$ cat config.mk
export PLATFORM = sky130hd
export DESIGN_NAME = flash_cmd_seq
export DESIGN_NICKNAME = d
export VERILOG_FILES = /design/src/rtl/fcs_pkg.sv /design/src/rtl/fcs_key_match.sv /design/src/rtl/fcs_seq_fsm.sv /design/src/rtl/fcs_prog_latch.sv /design/src/rtl/flash_cmd_seq.sv
export SDC_FILE = /design/constraint.sdc
export NUM_CORES = 1
export LEC_CHECK = 0
export CAP_MARGIN = 20
export CORE_ASPECT_RATIO = 2
export CORE_UTILIZATION = 34
export CTS_CLUSTER_SIZE = 40
export DETAILED_ROUTE_END_ITERATION = 10
export PLACE_DENSITY = 0.7
export SLEW_MARGIN = 15
export SYNTH_ARGS = -nofsm -noshare
export SYNTH_HDL_FRONTEND = slang
export SYNTH_SLANG_ARGS = --single-unit
$ cat constraint.sdc
create_clock -name clk -period 2.4 [get_ports clk]
set_input_delay 0.24 -clock clk [delete_from_list [all_inputs] [get_ports clk]]
set_output_delay 0.24 -clock clk [all_outputs]
set_load 0.02 [all_outputs]
$ cat src/rtl/fcs_pkg.sv
package fcs_pkg;
  parameter int FCS_AW = 16;
  parameter int FCS_DW = 8;

  typedef enum logic [2:0] {
    ST_IDLE, ST_KEY1, ST_KEY2, ST_PROG, ST_ERA1, ST_ERA2, ST_ERA3, ST_BUSY
  } seq_st_t;

  // decoded facts about the current bus write
  typedef struct packed {
    logic open_key;  // first unlock write seen
    logic second_key;// second unlock write seen
    logic at_cmd;    // address is the command address
    logic is_rst;    // read/reset code
    logic is_prog;   // program code
    logic is_era;    // erase preamble code
    logic is_go;     // erase confirm code
  } key_hits_t;

  function automatic logic wr_hit(input logic [FCS_AW-1:0] a, input logic [FCS_DW-1:0] d,
                                  input logic [FCS_AW-1:0] ka, input logic [FCS_DW-1:0] kd);
    return (a == ka) && (d == kd);
  endfunction
endpackage

$ cat src/rtl/fcs_key_match.sv
module fcs_key_match
  import fcs_pkg::*;
#(
  parameter int AW = FCS_AW,
  parameter int DW = FCS_DW,
  parameter logic [AW-1:0] ADDR_CMD = 16'hFAAA,
  parameter logic [AW-1:0] ADDR_ALT = 16'hF554,
  parameter logic [DW-1:0] KEY_OPEN = 8'hAA,
  parameter logic [DW-1:0] KEY_NEXT = 8'h55,
  parameter logic [DW-1:0] CODE_RST = 8'hF0,
  parameter logic [DW-1:0] CODE_PRG = 8'hA0,
  parameter logic [DW-1:0] CODE_ERA = 8'h80,
  parameter logic [DW-1:0] CODE_GO  = 8'h10
) (
  input  logic [AW-1:0] addr,
  input  logic [DW-1:0] data,
  output key_hits_t     hits
);
  always_comb begin
    hits.open_key   = wr_hit(addr, data, ADDR_CMD, KEY_OPEN);
    hits.second_key = wr_hit(addr, data, ADDR_ALT, KEY_NEXT);
    hits.at_cmd     = (addr == ADDR_CMD);
    hits.is_rst     = (data == CODE_RST);
    hits.is_prog    = (data == CODE_PRG);
    hits.is_era     = (data == CODE_ERA);
    hits.is_go      = (data == CODE_GO);
  end
endmodule

$ cat src/rtl/fcs_seq_fsm.sv
module fcs_seq_fsm
  import fcs_pkg::*;
(
  input  logic      clk,
  input  logic      rst,
  input  logic      wr,
  input  logic      done,
  input  key_hits_t hits,
  output logic      ev_prog,
  output logic      ev_erase,
  output logic      ev_rdack,
  output logic      seq_abort,
  output logic      pls_prog,
  output logic      pls_erase,
  output logic      pls_rdack,
  output logic      in_busy
);
  seq_st_t st, nxt;
  seq_st_t rs_nxt;
  logic    rs_ack;

  // how a write would be taken if it were the opening step
  always_comb begin
    rs_nxt = hits.open_key ? ST_KEY1 : ST_IDLE;
    rs_ack = !hits.open_key && hits.is_rst;
  end

  always_comb begin
    nxt = st; ev_prog = 1'b0; ev_erase = 1'b0; ev_rdack = 1'b0; seq_abort = 1'b0;
    case (st)
      ST_IDLE: if (wr) begin nxt = rs_nxt; ev_rdack = rs_ack; end
      ST_KEY1, ST_ERA2: if (wr) begin
        if (hits.second_key) nxt = (st == ST_KEY1) ? ST_KEY2 : ST_ERA3;
        else begin seq_abort = 1'b1; nxt = rs_nxt; ev_rdack = rs_ack; end
      end
      ST_KEY2: if (wr) begin
        if (hits.at_cmd && hits.is_rst)       begin nxt = ST_IDLE; ev_rdack = 1'b1; end
        else if (hits.at_cmd && hits.is_prog) nxt = ST_PROG;
        else if (hits.at_cmd && hits.is_era)  nxt = ST_ERA1;
        else begin seq_abort = 1'b1; nxt = rs_nxt; ev_rdack = rs_ack; end
      end
      ST_PROG: if (wr) begin nxt = ST_BUSY; ev_prog = 1'b1; end
      ST_ERA1: if (wr) begin
        if (hits.open_key) nxt = ST_ERA2;
        else begin seq_abort = 1'b1; nxt = rs_nxt; ev_rdack = rs_ack; end
      end
      ST_ERA3: if (wr) begin
        if (hits.at_cmd && hits.is_go) begin nxt = ST_BUSY; ev_erase = 1'b1; end
        else begin seq_abort = 1'b1; nxt = rs_nxt; ev_rdack = rs_ack; end
      end
      ST_BUSY: if (done) nxt = ST_IDLE;
      default: nxt = ST_IDLE;
    endcase
  end

  always_ff @(posedge clk) begin
    if (rst) begin
      st <= ST_IDLE;
      pls_prog <= 1'b0; pls_erase <= 1'b0; pls_rdack <= 1'b0;
    end else begin
      st <= nxt;
      pls_prog <= ev_prog; pls_erase <= ev_erase; pls_rdack <= ev_rdack;
    end
  end

  assign in_busy = (st == ST_BUSY);
endmodule

$ cat src/rtl/fcs_prog_latch.sv
module fcs_prog_latch #(
  parameter int AW = 16,
  parameter int DW = 8
) (
  input  logic          clk,
  input  logic          rst,
  input  logic          load,
  input  logic [AW-1:0] addr,
  input  logic [DW-1:0] data,
  output logic [AW-1:0] q_addr,
  output logic [DW-1:0] q_data
);
  always_ff @(posedge clk) begin
    if (rst) begin
      q_addr <= '0;
      q_data <= '0;
    end else if (load) begin
      q_addr <= addr;
      q_data <= data;
    end
  end
endmodule

$ cat src/rtl/flash_cmd_seq.sv
module flash_cmd_seq
  import fcs_pkg::*;
#(
  parameter int AW = FCS_AW,
  parameter int DW = FCS_DW
) (
  input  logic          clk,
  input  logic          rst,
  input  logic          bus_wr,
  input  logic [AW-1:0] bus_addr,
  input  logic [DW-1:0] bus_data,
  input  logic          op_done,
  output logic          prog_start,
  output logic [AW-1:0] prog_addr,
  output logic [DW-1:0] prog_data,
  output logic          erase_start,
  output logic          rd_mode_ack,
  output logic          busy
);
  key_hits_t hits;
  logic ev_prog, ev_erase, ev_rdack, seq_abort;

  fcs_key_match #(.AW(AW), .DW(DW)) u_match (
    .addr(bus_addr), .data(bus_data), .hits(hits)
  );

  fcs_seq_fsm u_fsm (
    .clk(clk), .rst(rst), .wr(bus_wr), .done(op_done), .hits(hits),
    .ev_prog(ev_prog), .ev_erase(ev_erase), .ev_rdack(ev_rdack), .seq_abort(seq_abort),
    .pls_prog(prog_start), .pls_erase(erase_start), .pls_rdack(rd_mode_ack),
    .in_busy(busy)
  );

  fcs_prog_latch #(.AW(AW), .DW(DW)) u_latch (
    .clk(clk), .rst(rst), .load(ev_prog), .addr(bus_addr), .data(bus_data),
    .q_addr(prog_addr), .q_data(prog_data)
  );
endmodule

# After elaboration in Yosys (flattened, before gate mapping)
# Cells that the tools add are included.
dict set report totals {
  reg_bits 30
  input_bits 28
  output_inout_bits 28
  word_cells 73
}
dict set report classes {
  n_eq_ne 22
  mux 31
  n_bitwise 2
  n_reduce_logical 12
}
# operator n
set ops {}
lappend ops {{3-bit two-way mux} 14}
lappend ops {{16-bit == test (second input constant)} 2}
lappend ops {{8-bit == test (second input constant)} 4}
lappend ops {{3-bit case mux with 7 select lines} 1}
lappend ops {{1-bit two-way mux} 15}
lappend ops {{2-bit inequality test (second input constant)} 7}
lappend ops {{3-bit == test (second input constant)} 4}
lappend ops {{8-bit by 5-bit == test with 1-bit output (second input constant)} 1}
lappend ops {{8-bit by 7-bit == test with 1-bit output (second input constant)} 1}
lappend ops {{1-bit logical AND} 7}
lappend ops {{7-bit AND reduction} 1}
lappend ops {{3-bit by 2-bit == test with 1-bit output (second input constant)} 2}
lappend ops {{1-bit case mux with 5 select lines} 1}
lappend ops {{3-bit by 1-bit == test with 1-bit output (second input constant)} 1}
lappend ops {{3-bit zero test} 1}
lappend ops {{3-bit OR reduction} 1}
lappend ops {{1-bit NOT} 2}
lappend ops {{2-bit OR reduction} 1}
lappend ops {{1-bit zero test} 1}

# Logic depth before layout (Yosys ltp)
dict set report depth {
  word_depth 9
  depth_mapped 8
  mapped_depth_nobuf 5
}

# Modules after synthesis
# Synthesis repeated with hierarchy kept, for this count alone.
dict set report unflattened {
  hier_cells 172
  hier_area_um2 1634.1
}
# mod n_inst cells_each area_per_inst_um2 seq_area_each_um2
set modules_own_cells {}
lappend modules_own_cells {fcs_prog_latch 1 77 869.6 480.5}
lappend modules_own_cells {fcs_seq_fsm 1 67 579.3 120.1}
lappend modules_own_cells {fcs_key_match 1 28 185.2 0.0}

# Worst setup path before layout
# No wires, ideal clock.
dict set report synth_path {
  path_kind {input to register}
  startpoint {input port bus_addr[6]}
  endpoint {register u_fsm.st[0]}
  setup_ps 100
  arrival_time_ps 1725
  t_required_ps 2300
  slack_ps 576
  cell_stages 5
  n_path_buf 0
  path_cell_list {or4b_4 -> nor4_4 -> nand2_2 -> nand4b_4 -> a2111oi_4}
}
dict set report synth_via {
  elab_chain_len 8
}
# item line
set synth_lines {}
lappend synth_lines {{start: declaration} flash_cmd_seq.sv:10} ;# input logic [AW-1:0] bus_addr,
lappend synth_lines {{16-bit == test} {fcs_pkg.sv:22, fcs_key_match.sv:22}}
lappend synth_lines {{1-bit logical AND} fcs_pkg.sv:22} ;# return (a == ka) && (d == kd);
lappend synth_lines {{1-bit two-way mux} fcs_seq_fsm.sv:24} ;# rs_nxt = hits.open_key ? ST_KEY1 : ST_IDLE;
lappend synth_lines {{3-bit two-way mux} fcs_seq_fsm.sv:39} ;# else if (hits.at_cmd && hits.is_era) nxt = ST_ERA1;
lappend synth_lines {{3-bit two-way mux} fcs_seq_fsm.sv:38} ;# else if (hits.at_cmd && hits.is_prog) nxt = ST_PROG;
lappend synth_lines {{3-bit two-way mux} fcs_seq_fsm.sv:37} ;# if (hits.at_cmd && hits.is_rst) begin nxt = ST_IDLE; ev_rdack = 1'b1; end
lappend synth_lines {{3-bit two-way mux} fcs_seq_fsm.sv:36} ;# ST_KEY2: if (wr) begin
lappend synth_lines {{3-bit case mux with 7 select lines *} fcs_seq_fsm.sv:30} ;# case (st)
lappend synth_lines {{end signal: assignment} fcs_seq_fsm.sv:61} ;# st <= nxt;
lappend synth_lines {{end: declaration} fcs_seq_fsm.sv:18} ;# seq_st_t st, nxt;
# Every way passes the cells marked *; elsewhere a longest branch is shown, timed or not. The select of a mux whose other input is x is not followed.
# A chain may end at the register's enable or synchronous reset.

# Worst setup path after layout
dict set report layout_path {
  startpoint {input port bus_data[0]}
  endpoint {register u_fsm.st[0]}
}
dict set report layout_via {
  elab_chain_len 8
}
# item line
set layout_lines {}
lappend layout_lines {{start: declaration} flash_cmd_seq.sv:11} ;# input logic [DW-1:0] bus_data,
lappend layout_lines {{8-bit == test} fcs_pkg.sv:22}
lappend layout_lines {{1-bit logical AND} fcs_pkg.sv:22}
lappend layout_lines {{1-bit two-way mux} fcs_seq_fsm.sv:24}
lappend layout_lines {{3-bit two-way mux} fcs_seq_fsm.sv:39}
lappend layout_lines {{3-bit two-way mux} fcs_seq_fsm.sv:38}
lappend layout_lines {{3-bit two-way mux} fcs_seq_fsm.sv:37}
lappend layout_lines {{3-bit two-way mux} fcs_seq_fsm.sv:36}
lappend layout_lines {{3-bit case mux with 7 select lines *} fcs_seq_fsm.sv:30}
# Marks and branches as above.

==> results.toml <==
[status]
outcome = "finished clean"

[logic_synthesis]
ys_async_sr_fraction = 0
synth_compound_area_frac = 0.1941
synth-simple-area-share = 0.3451
yosys.area_share.adder = 0
syn-num-nets = 217
synth_top_area_share = 0.4051
syn-cell-area_sq_um = 1483
ys_ff_latch = 30
syn_area_per_cell_sq_um = 7.845
seq_area_frac_synth = 0.4051
synthXorXnorAreaFrac = 0
ys.warnings.count = 0
muxShareOfSynthArea = 0.007595
synth_edf_count = 0
yosysTopAreaCell = "dfxtp_1"
synth.distinct_cells = 41
synthCells = 189
synth_top_family_by_area = "simple AND/OR/NAND/NOR gates"
yosys_most_used_dff = "dfxtp_1"
synthTopCellsByArea = "dfxtp_1, nand2_1, a21oi_1"

[global_route]
overflow = 0
grt_pass1_wl_mm = 6.920
grt_pass1_vias = 1442
grt_max_degree = 25
grt_usage = 0.1978
antenna_found_initial = 0

[timing]
fin_crit_sh = 0.8615
clock_skew_ps = 5.387
finalSetupViolations = 0
relSlewSlack = 0.7133
whs_ps = 452.4
hold_viol = 0
rsz0062_at_grt = "false"
setup_tns_ps = 0
fmax_mhz = 483.7
slew_viol_final = 0
final.min_clock_period_ps = 2068
worst_pin_slew_ps = 429.4

[power_and_ir_drop]
p_int_mw = 0.7518
report.power.total_mw = 0.9716
p_sw_frac = 0.2262
p_leak_nw = 0.7565
p_comb_frac = 0.101
clockPowerShare = 0.386
ir_drop_uv = 347.2
power-per-cell-area_nw_per_um2 = 442.2
p_seq_frac = 0.513
p_switching_mw = 0.2198

[setup_path]
worstPathArrival_ps = 2250
endpoint_kind = "register"
r2r_cells = 5
crit_type = "in2reg"
crit_fanout = 4
slowest_stage = "or4_4"
worstPathRequired_ps = 2580
r2r_end = "u_fsm.st[0]"
critPathTopFamily = "simple AND/OR/NAND/NOR gates"
crit_chain = "clkdlybuf4s50_1 > or3_1 > or4_4 > o31ai_4 > nand4b_4 > a2111oi_4"
reg2reg_slack_ps = 450
path_buf_inv = 1
timing.rr.start = "u_fsm.st[1]"
critPathMaxStageDelay_ps = 530
cp-start-kind = "input port"

[final_layout]
layout_commonest_cell = "nand2_1"
drive_above_1_share = 0.09274
fillers = 425
syn2layout_area_growth_pct = 48.19
final_cell_mix = "nand2_1, clkdlybuf4s50_1, dfxtp_1, a21oi_1, buf_4"
antenna_cells = 0
finalNetCount = 276

[floorplan]
die_h_um = 95.39
fp-row-count = 33
die-area_sq_um = 4645
ioPinCount = 56
die_w_um = 48.70
fp.coreArea_sq_um = 4129
start_util = 0.3591

[clock_tree]
h-tree-depth = 2
numCtsBuffers = 5
cts_hold_buf = 0
cts_root_buffer = "clkbuf_8"
cts_sinks = 30
post_cts_buffers = 0
clockBufferDepth = 2
cts_tree = "yes"
ctsResizeCount = 0
clk_latency_ps = 280
path_clk_slew_ps = 60

[worst_hold_path]
whs_path_depth = 2
worstHoldStart = "u_latch.q_addr[6]"
min_to = "u_latch.q_addr[6]"
min_path_type = "reg2reg"

[run]
maxCapViolCount = 0

[drt]
num_vias = 1550
drt_wl_total_mm = 4.274
drt_iter0_drc = 13
viasPerCell = 5.167
remaining_drc_errors = 0
first_pass_iters = 4
drtAntennaViolNets = 0
wl_per_cell_um = 14.25

[place]
dpl.hpwl_mm = 3.340
gp_congestion = 0.8658
portBuffers = 55
[final cells by class]
cell class | count | area, sq um | share of cell area
Timing Repair Buffer | 65 | 625.6 | 0.2847
Inverter | 5 | 18.77 | 0.008542
Tap cell | 52 | 65.06 | 0.02961
Sequential cell | 30 | 600.6 | 0.2733
Clock buffer | 7 | 76.32 | 0.03474
Multi-Input combinational cell | 141 | 810.8 | 0.3690
[state kept, by name (all words and copies together), names as in the netlist]
name             flops
u_latch.q_data       8
u_fsm.pls_rdack      1
u_fsm.pls_prog       1
u_fsm.pls_erase      1
u_latch.q_addr      16
u_fsm.st             3
[power groups by stage]
stage	Clock [mW]	Combinational, mW	Sequential, mW
floorplan	0	0.0260	0.509
global placement	0	0.0976	0.509
detailed placement	0	0.0980	0.509
CTS	0.386	0.0983	0.498
global route	0.403	0.105	0.498
finish	0.375	0.0982	0.498
[per-layer routing]
metal,wire [um],global-route usage,vias to the layer above
li1,-,-,774
met1,1529,0.1903,715
met2,2428,0.3738,52
met3,198,0.03987,9
met4,118,0.1275,0
met5,0,0,-
[worst min-delay path, delay by kind of cell, from the launching register on]
family / cells / cell delay (ps)
flops: 1 / 300
simple gates: 1 / 50
compound gates: 1 / 50
[worst max path at each step]
| stage | startpoint | to | slack (ps) | cells after the start |
|---|---|---|---|---|
| finish | bus_data[0] | u_fsm.st[0] | 330 | 6 |
| global route | bus_data[0] | u_fsm.st[0] | 260 | 6 |
| floorplan | bus_addr[6] | u_fsm.st[0] | 580 | 5 |
| global placement | bus_data[0] | u_fsm.st[0] | 100 | 6 |
| detailed placement | bus_data[0] | u_fsm.st[0] | 50 | 6 |
| CTS | bus_data[0] | u_fsm.st[0] | 340 | 6 |
[stage by stage]
stage / instances / setup slack (ps) / cell area, sq um / utilization
after detailed placement: 293 / 48.15 / 2121 / 0.5136
final: 300 / 332.5 / 2197 / 0.5321
after global routing: 300 / 256.9 / 2197 / 0.5321
after CTS: 300 / 341.5 / 2197 / 0.5321
after global placement: 293 / 99.89 / 2121 / 0.5136
after floorplan: 189 / 575.7 / 1483 / -
[cells by family (layout without fill, tap and decap cells)]
family                 Yosys count  after routing
buffers and inverters           18             77
AOI/OAI and AO/OA               43             43
muxes                            1              1
and+or+nand+nor                 97             97
DFF                             30             30
[synthesized netlist by cell type, types with 2 or more instances]
| cell | number |
|---|---|
| nand2_1 | 62 |
| dfxtp_1 | 30 |
| a21oi_1 | 27 |
| clkbuf_1 | 10 |
| inv_1 | 5 |
| nor2_1 | 5 |
| nor3_1 | 5 |
| nor4bb_1 | 5 |
| buf_2 | 3 |
| o21ai_0 | 3 |
| a211oi_1 | 2 |
| nand3_1 | 2 |
| nand4_1 | 2 |
(Power assumes the default switching activity.)
